===== config.mk =====
export PLATFORM = sky130hd
export DESIGN_NAME = evt_main_counter
export DESIGN_NICKNAME = d
export VERILOG_FILES = /design/src/rtl/evt_timer_pkg.sv /design/src/rtl/evt_bus_ctrl.sv /design/src/rtl/evt_counter_dp.sv /design/src/rtl/evt_main_counter.sv
export SDC_FILE = /design/constraint.sdc
export NUM_CORES = 1
export LEC_CHECK = 0
export ABC_AREA = 1
export BUFFER_PORTS_ARGS = -buffer_cell sky130_fd_sc_hd__buf_2
export CAP_MARGIN = 25
export CELL_PAD_IN_SITES_DETAIL_PLACEMENT = 0
export CELL_PAD_IN_SITES_GLOBAL_PLACEMENT = 2
export CORE_MARGIN = 10
export CORE_UTILIZATION = 28
export DETAILED_ROUTE_END_ITERATION = 6
export GPL_TIMING_DRIVEN = 0
export HOLD_SLACK_MARGIN = 0.1
export PLACE_DENSITY = 0.78
export SETUP_SLACK_MARGIN = 0.15
export SKIP_CTS_REPAIR_TIMING = 1
export SLEW_MARGIN = 15
export SYNTH_ARGS = -nofsm -noshare
export SYNTH_HDL_FRONTEND = slang
export SYNTH_SLANG_ARGS = --single-unit

===== constraint.sdc =====
create_clock -name clk -period 1.75 [get_ports clk]
set_clock_uncertainty 0.1 [all_clocks]
set_input_delay 0 -clock clk [delete_from_list [all_inputs] [get_ports clk]]
set_output_delay 0 -clock clk [all_outputs]
set_load 0.05 [all_outputs]

===== src/rtl/evt_timer_pkg.sv =====
package evt_timer_pkg;

  localparam logic [15:0] OFF_IDENT  = 16'h0000;
  localparam logic [15:0] OFF_PERIOD = 16'h0004;
  localparam logic [15:0] OFF_CFG    = 16'h0010;
  localparam logic [15:0] OFF_STATUS = 16'h0020;
  localparam logic [15:0] OFF_CNT_LO = 16'h0030;
  localparam logic [15:0] OFF_CNT_HI = 16'h0034;

  localparam int CFG_RUN_BIT    = 0;
  localparam int CFG_LEGACY_BIT = 1;
  localparam int LEGACY_CAP_BIT = 8;

  localparam logic [31:0] PERIOD_MIN_FS = 32'd100_000;
  localparam logic [31:0] PERIOD_MAX_FS = 32'd100_000_000;

  typedef enum logic [2:0] {
    SEL_NONE,
    SEL_IDENT,
    SEL_PERIOD,
    SEL_CFG,
    SEL_STATUS,
    SEL_CNT_LO,
    SEL_CNT_HI
  } regSel_e;

  typedef struct packed {
    logic    wrCfg;
    logic    wrCntLo;
    logic    wrCntHi;
    logic    wrStatus;
    logic    rdEn;
    regSel_e rdSel;
  } ctrlStrobes_t;

endpackage


===== src/rtl/evt_bus_ctrl.sv =====
module evt_bus_ctrl
  import evt_timer_pkg::*;
#(
  parameter int ADDR_W = 8
) (
  input  logic              busWrEn,
  input  logic              busRdEn,
  input  logic [ADDR_W-1:0] busAddr,
  output ctrlStrobes_t      strobes
);

  regSel_e addrSel;

  always_comb begin
    addrSel = SEL_NONE;
    if      (busAddr == OFF_IDENT[ADDR_W-1:0])  addrSel = SEL_IDENT;
    else if (busAddr == OFF_PERIOD[ADDR_W-1:0]) addrSel = SEL_PERIOD;
    else if (busAddr == OFF_CFG[ADDR_W-1:0])    addrSel = SEL_CFG;
    else if (busAddr == OFF_STATUS[ADDR_W-1:0]) addrSel = SEL_STATUS;
    else if (busAddr == OFF_CNT_LO[ADDR_W-1:0]) addrSel = SEL_CNT_LO;
    else if (busAddr == OFF_CNT_HI[ADDR_W-1:0]) addrSel = SEL_CNT_HI;
  end

  always_comb begin
    strobes.wrCfg    = busWrEn && (addrSel == SEL_CFG);
    strobes.wrCntLo  = busWrEn && (addrSel == SEL_CNT_LO);
    strobes.wrCntHi  = busWrEn && (addrSel == SEL_CNT_HI);
    strobes.wrStatus = busWrEn && (addrSel == SEL_STATUS);
    strobes.rdEn     = busRdEn;
    strobes.rdSel    = busRdEn ? addrSel : SEL_NONE;
  end

endmodule


===== src/rtl/evt_counter_dp.sv =====
module evt_counter_dp
  import evt_timer_pkg::*;
#(
  parameter int          NUM_CHAN   = 3,
  parameter logic [31:0] PERIOD_FS  = 32'd69_841_279,
  parameter bit          LEGACY_CAP = 1'b1
) (
  input  logic                clk,
  input  logic                rstN,
  input  ctrlStrobes_t        strobes,
  input  logic [31:0]         wrData,
  input  logic [NUM_CHAN-1:0] chanHit,
  output logic [31:0]         rdData,
  output logic [63:0]         countValue,
  output logic                runOut,
  output logic                legacyOut
);

  localparam logic [31:0] IDENT_WORD =
    32'(NUM_CHAN - 1) | (LEGACY_CAP ? (32'h1 << LEGACY_CAP_BIT) : 32'h0);

  logic [63:0]         countReg;
  logic [31:0]         hiLatch;
  logic                runReg;
  logic                legacyReg;
  logic [NUM_CHAN-1:0] statusReg;
  logic [31:0]         rdNext;

  // count: advance while running, loadable halves only while halted
  always_ff @(posedge clk or negedge rstN) begin
    if (!rstN) begin
      countReg <= '0;
    end else if (runReg) begin
      countReg <= countReg + 64'd1;
    end else if (strobes.wrCntLo) begin
      countReg[31:0] <= wrData;
    end else if (strobes.wrCntHi) begin
      countReg[63:32] <= wrData;
    end
  end

  // global configuration
  always_ff @(posedge clk or negedge rstN) begin
    if (!rstN) begin
      runReg    <= 1'b0;
      legacyReg <= 1'b0;
    end else if (strobes.wrCfg) begin
      runReg    <= wrData[CFG_RUN_BIT];
      legacyReg <= LEGACY_CAP && wrData[CFG_LEGACY_BIT];
    end
  end

  // sticky per-channel flags; a hit outranks a clear
  always_ff @(posedge clk or negedge rstN) begin
    if (!rstN) begin
      statusReg <= '0;
    end else begin
      statusReg <= (statusReg & ~(strobes.wrStatus ? wrData[NUM_CHAN-1:0] : '0)) | chanHit;
    end
  end

  always_comb begin
    unique case (strobes.rdSel)
      SEL_IDENT:  rdNext = IDENT_WORD;
      SEL_PERIOD: rdNext = PERIOD_FS;
      SEL_CFG:    rdNext = {30'd0, legacyReg, runReg};
      SEL_STATUS: rdNext = 32'(statusReg);
      SEL_CNT_LO: rdNext = countReg[31:0];
      SEL_CNT_HI: rdNext = hiLatch;
      default:    rdNext = 32'd0;
    endcase
  end

  // registered read port with the high-half snapshot
  always_ff @(posedge clk or negedge rstN) begin
    if (!rstN) begin
      rdData  <= '0;
      hiLatch <= '0;
    end else begin
      rdData <= rdNext;
      if (strobes.rdSel == SEL_CNT_LO) hiLatch <= countReg[63:32];
    end
  end

  assign countValue = countReg;
  assign runOut     = runReg;
  assign legacyOut  = legacyReg;


  count_step_chk: assert property (@(posedge clk) disable iff (!rstN)
    runReg |=> (countReg == $past(countReg) + 64'd1));


  count_hold_chk: assert property (@(posedge clk) disable iff (!rstN)
    (!runReg && !strobes.wrCntLo && !strobes.wrCntHi) |=> $stable(countReg));


  hit_sets_chk: assert property (@(posedge clk) disable iff (!rstN)
    (chanHit != '0) |=> ((statusReg & $past(chanHit)) == $past(chanHit)));


  w1c_clear_chk: assert property (@(posedge clk) disable iff (!rstN)
    (strobes.wrStatus && chanHit == '0) |=>
      ((statusReg & $past(wrData[NUM_CHAN-1:0])) == '0));


  cfg_never_ones_chk: assert property (@(posedge clk) disable iff (!rstN)
    (strobes.rdSel == SEL_CFG) |=> (rdData[31:2] == 30'd0));

endmodule


===== src/rtl/evt_main_counter.sv =====
module evt_main_counter
  import evt_timer_pkg::*;
#(
  parameter int          ADDR_W     = 8,
  parameter int          NUM_CHAN   = 3,
  parameter logic [31:0] PERIOD_FS  = 32'd69_841_279,
  parameter bit          LEGACY_CAP = 1'b1
) (
  input  logic                clk,
  input  logic                rstN,
  input  logic                busWrEn,
  input  logic                busRdEn,
  input  logic [ADDR_W-1:0]   busAddr,
  input  logic [31:0]         busWrData,
  output logic [31:0]         busRdData,
  input  logic [NUM_CHAN-1:0] chanHit,
  output logic [63:0]         countValue,
  output logic                counterRun,
  output logic                legacyRouteEn
);

  initial begin
    if (NUM_CHAN < 1 || NUM_CHAN > 32)
      $error("NUM_CHAN must be between 1 and 32");
    if (PERIOD_FS < PERIOD_MIN_FS || PERIOD_FS > PERIOD_MAX_FS)
      $error("PERIOD_FS outside the allowed tick range");
    if (ADDR_W < 6)
      $error("ADDR_W too narrow for the register offsets");
  end

  ctrlStrobes_t strobes;

  evt_bus_ctrl #(.ADDR_W(ADDR_W)) u_ctrl (
    .busWrEn (busWrEn),
    .busRdEn (busRdEn),
    .busAddr (busAddr),
    .strobes (strobes)
  );

  evt_counter_dp #(
    .NUM_CHAN   (NUM_CHAN),
    .PERIOD_FS  (PERIOD_FS),
    .LEGACY_CAP (LEGACY_CAP)
  ) u_dp (
    .clk        (clk),
    .rstN       (rstN),
    .strobes    (strobes),
    .wrData     (busWrData),
    .chanHit    (chanHit),
    .rdData     (busRdData),
    .countValue (countValue),
    .runOut     (counterRun),
    .legacyOut  (legacyRouteEn)
  );

endmodule


After elaboration in Yosys (flattened, before gate mapping)
Cells that the tools add are included.
- add/sub/neg operators: 1
- bitwise operators: 3
- eq/ne operators: 16
- reductions and logical operators: 8
- multiplexer cells: 13
- operators by type and width (operator ; count):
    $pmux W32 S6 ; 1
    $mux W32 ; 3
    $add A64 B1 Y64 const B ; 1
    $mux W64 ; 1
    $eq A8 B6 Y1 const B ; 3
    $mux W3 ; 8
    $eq A3 B3 Y1 const B ; 6
    $eq A3 B2 Y1 const B ; 3
    $eq A8 B3 Y1 const B ; 1
    $eq A8 B5 Y1 const B ; 1
    $logic_not A8 Y1 ; 1
    $logic_and A1 B1 Y1 ; 4
    $reduce_bool A2 Y1 ; 2
    $and A3 B3 Y3 ; 1
    $eq A3 B1 Y1 const B ; 1
    $not A3 Y3 ; 1
    $or A3 B3 Y3 ; 1
    $ne A2 B1 Y1 const B ; 1
    $reduce_and A2 Y1 ; 1
- output and inout bits: 98
- logic and storage cells: 48
- input bits: 47
- register bits: 133

Logic depth before layout (Yosys ltp)
- word-level depth: 13
- gate-level depth with buffers: 12
- depth with buffers taken out: 12

Modules after synthesis
From an unflattened synthesis, not the netlist that was laid out.
- cell total of the unflattened synthesis: 1137
- area total of the unflattened synthesis: 7861.3 sq um
- modules (own cells, without submodules) (module ; seq. area each (sq um) ; area an instance (sq um) ; cells each ; instances):
    evt_counter_dp ; 3328.2 ; 7661.1 ; 1091 ; 1
    evt_bus_ctrl ; 0.0 ; 200.2 ; 46 ; 1

Least setup slack after synthesis
OpenSTA, ideal clock, no wires.
- path kind: register to register
- start: reg u_dp.countReg[0], in the netlist u_dp.countValue[0]
- end: reg u_dp.countReg[28], in the netlist u_dp.countValue[28]
- period minus slack after synthesis: 2.215 ns
- library setup time: 0.117 ns
- required time: 1.533 ns
- data arrival time: 1.998 ns
- path slack: -0.465 ns
- stages on the path, launching flop included: 11
- path buffers: 0
- path through: dfrtp_1 > ha_1 > inv_1 > nor2_2 > nand3_1 > nor2_1 > inv_1 > o21ai_1 > nand2_1 > o21ai_1 > inv_1
- word-level cells in the longest chain between the ends: 2
- RTL lines (item ; RTL line ; text):
    from (decl) ; evt_counter_dp.sv:22 ; logic [63:0] countReg;
    from (signal assigned) ; evt_counter_dp.sv:34 ; countReg <= countReg + 64'd1;
    from (signal assigned) ; evt_counter_dp.sv:36 ; countReg[31:0] <= wrData;
    $add A64 B1 Y64 ; evt_counter_dp.sv:34 ;
    $mux W64 ; evt_counter_dp.sv:33 ; end else if (runReg) begin
No other way between the ends.
A chain may end at the register's enable or synchronous reset.

Worst setup path after layout
- start: reg u_dp.countReg[4], in the netlist u_dp.countValue[4]
- end: reg u_dp.countReg[47], in the netlist u_dp.countValue[47]
Same word-level chain as after synthesis.

==> out/metrics.cfg <==
[setup_path]
crit_chain = nand2_4 -> nor2_4 -> nand2_4 -> buf_6 -> nor2_4 -> buf_4 -> nand3_4 -> xor2_1 -> nand2_1 -> nand3_1
worstReg2RegEnd = u_dp.countValue[47]
regToRegStartpoint = u_dp.countValue[4]
critPathKind = flip-flop to flip-flop
worstSetupPathDepth = 10
cp_slowest_stage_delay_ps = 490
critPathLaunchType = flip-flop
critPathCapture = u_dp.countValue[47]
crit_buf_inv = 2
reg2regPathDepth = 10
reg2reg_slack_ps = -160
slowest_stage = dfrtp_2
path_delay_family = simple AND/OR/NAND/NOR gates
arrival_ps = 2120
critPathRequiredTime_ps = 1960
setup.worst_path.start = u_dp.countValue[4]
crit_fanout = 7
endpoint_kind = flip-flop

[clocking]
insertion_delay_ps = 430
clkTransAtPathRegs_ps = 70
cts.sinks = 133
htreeDepth = 4
cts_root_buf = clkbuf_16
cts_buffers = 17
clk_path_buf_depth = 2
cts_tree = done

[placement]
place_worst_setup_slack_ps = -742
io_buffer_count = 144
dpl.hpwl_mm = 31.4
gp_congestion = 0.947

[floorplan]
core.rowCount = 62
die_h_um = 190
start_util_pct = 28.3
die_w_um = 190
num_io_pins = 145
die_area_mm2 = 0.0362
coreArea_mm2 = 0.0286

[power]
leakagePower_nw = 6.26
ir_drop_uv = 710
finalPower_w = 0.0116
powerDensity_mw_per_mm2 = 917

[global_route]
grt_pass1_wl_mm = 59.1
grt_pass1_vias = 8795
grt_start_max_net_pins = 71
antenna_found_initial = 0
grt_usage_pct = 22.4
overflow = 0

[timing]
hold_slack_ps = -1.61
hold_violations = 1
setup_viol = 31
min_period_ps = 1910
setup_slack_ps = -157
drv_slew = 0
period_share_pct = 109
relSlewSlack_pct = 61.2
worst_slew_pin_slew_ps = 582
max_freq_mhz = 524
grt_setup_unrepaired = yes

[layout]
nNetsFinal = 1550
drive_above_1_share_pct = 43.7
diodes = 0
multi_input_area_mm2 = 0.00541
seq_area_mm2 = 0.00341
area_growth_pct = 56.5
fillCellCount = 2928

[synthesis]
syn_avg_cell_area_um2 = 6.78
synth.most_common_cell = nand2_1
netlist_area_mm2 = 0.00811
synth_cell_types = 35
synth_top_cells_by_area = dfrtp_1, nand2_1, nor2_1, inv_1, nand3_1
yosysTopAreaCell = dfrtp_1
synthArstFlopShare_pct = 100
synth_edf_count = 0
synth_flop_cell = dfrtp_1
yosysSeqAreaShare_pct = 41.1
synthTopCellsByCount = nand2_1, nor2_1, dfrtp_1, inv_1, nand3_1
yosysWarnings = 0
syn-num-nets = 1243
synth.top_cell.area_share_pct = 41.1
synth_cells = 1195
yosys_register_bits = 133

[drt]
drtPass1Iterations = 5
drc_errors = 0
post_drt_via_cell_ratio = 4.88
drtIter0Drc = 694
drt-total-wl_mm = 42.2
via_count = 9272
ant_nets = 0
routedWlPerCell_um = 22.2

[run_status]
violations = negative hold slack, negative setup slack
status = complete, but fails checks

[hold_path]
holdCritPathClass = input port to asynchronous set/reset pin

[run]
max_cap_viol_count = 0

## worst min-delay path by stage
stage	from	endpoint	slack, ps
floorplan	rstN	u_dp.countValue[10]	-400
global placement	chanHit[2]	u_dp.statusReg[2]	80
detailed placement	rstN	u_dp.hiLatch[12]	-120
CTS	rstN	u_dp.hiLatch[12]	-580
global route	rstN	u_dp.countValue[36]	60
finish	rstN	u_dp.countValue[36]	-2
## cells in the final DEF, fill, tap and decap left out, types with 4 or more instances in the layout
master / synthesis / layout
buf_4: 4 / 93
a31oi_1: 6 / 6
nor2_4: 3 / 71
inv_1: 113 / 102
clkinv_4: 0 / 4
clkbuf_16: 0 / 17
o21ai_1: 10 / 32
nand2_2: 6 / 57
nand3_2: 1 / 13
o211ai_2: 8 / 8
inv_6: 0 / 4
dfrtp_1: 133 / 73
dlygate4sd3_1: 0 / 38
a21oi_1: 25 / 17
buf_6: 7 / 33
nand3_4: 0 / 7
a21oi_2: 0 / 8
inv_2: 4 / 8
buf_2: 8 / 147
o21ai_2: 23 / 27
nand3_1: 70 / 51
o21ai_0: 65 / 38
nor2_1: 189 / 104
dfrtp_2: 0 / 59
nor3_4: 0 / 4
xor2_1: 14 / 14
nand2_1: 430 / 342
nand2_4: 1 / 36
nor2_2: 12 / 29
nand4_1: 18 / 18
o211ai_1: 11 / 11
## cells by family after synthesis
family | count (synthesis) | share of synthesized area (%)
xor+xnor | 16 | 1.73
flops | 133 | 41.1
fa+ha+maj | 1 | 0.154
compound gates | 151 | 11.8
buf+inv | 154 | 8.10
simple gates | 740 | 37.2
## power by group
part / total [W] / internal, W / switching (W)
Combinational: 0.00434 / 0.00140 / 0.00294
Clock: 0.00364 / 0.00202 / 0.00163
Sequential: 0.00363 / 0.00327 / 0.000363
Total: 0.0116 / 0.00669 / 0.00494
## stage by stage
step | util (%) | std cells | cell area [um2] | setup TNS, ps
floorplan | - | 1195 | 8380 | -4.19
global placement | 33.5 | 1723 | 9580 | -261040
detailed placement | 33.6 | 1724 | 9620 | -35600
CTS | 35.6 | 1756 | 10200 | -32170
global route | 44.3 | 1899 | 12700 | -5960
finish | 44.3 | 1899 | 12700 | -1850
## sequential cells by signal, indices dropped and copies added (netlist names)
| signal | flops |
|---|---|
| u_dp.statusReg | 3 |
| u_dp.countValue | 64 |
| u_dp.hiLatch | 32 |
| u_dp.rdData | 32 |
| u_dp.runOut | 1 |
| u_dp.legacyOut | 1 |
## layer usage
| layer | wire (um) | global-route usage, % | vias to the layer above | part of all wire (%) |
|---|---|---|---|---|
| met2 | 20200 | 37.1 | 312 | 48 |
| met4 | 1050 | 5.69 | 0 | 2.5 |
| met5 | 0 | 0 | - | 0 |
| met1 | 18400 | 29.1 | 4498 | 44 |
| li1 | - | - | 4417 | - |
| met3 | 2530 | 4.85 | 45 | 6.0 |
## worst reg2reg max path, cell delays in order, from the launching register on
cell and delay, ps:
dfrtp_2 490, nand2_4 110, nor2_4 150, nand2_4 110, buf_6 130, nor2_4 190
buf_4 160, nand3_4 80, xor2_1 150, nand2_1 60, nand3_1 60
## area by class of cell
class,instances,share of cell area (%)
multi-input cells,908,42.6
flip-flops and latches,133,26.9
repair buffers,288,16.0
well taps,384,3.79
inverters,118,3.77
clock buffers,19,3.49
plain buffers,36,2.44
clock inverters,13,0.987
(Power assumes the default switching activity.)
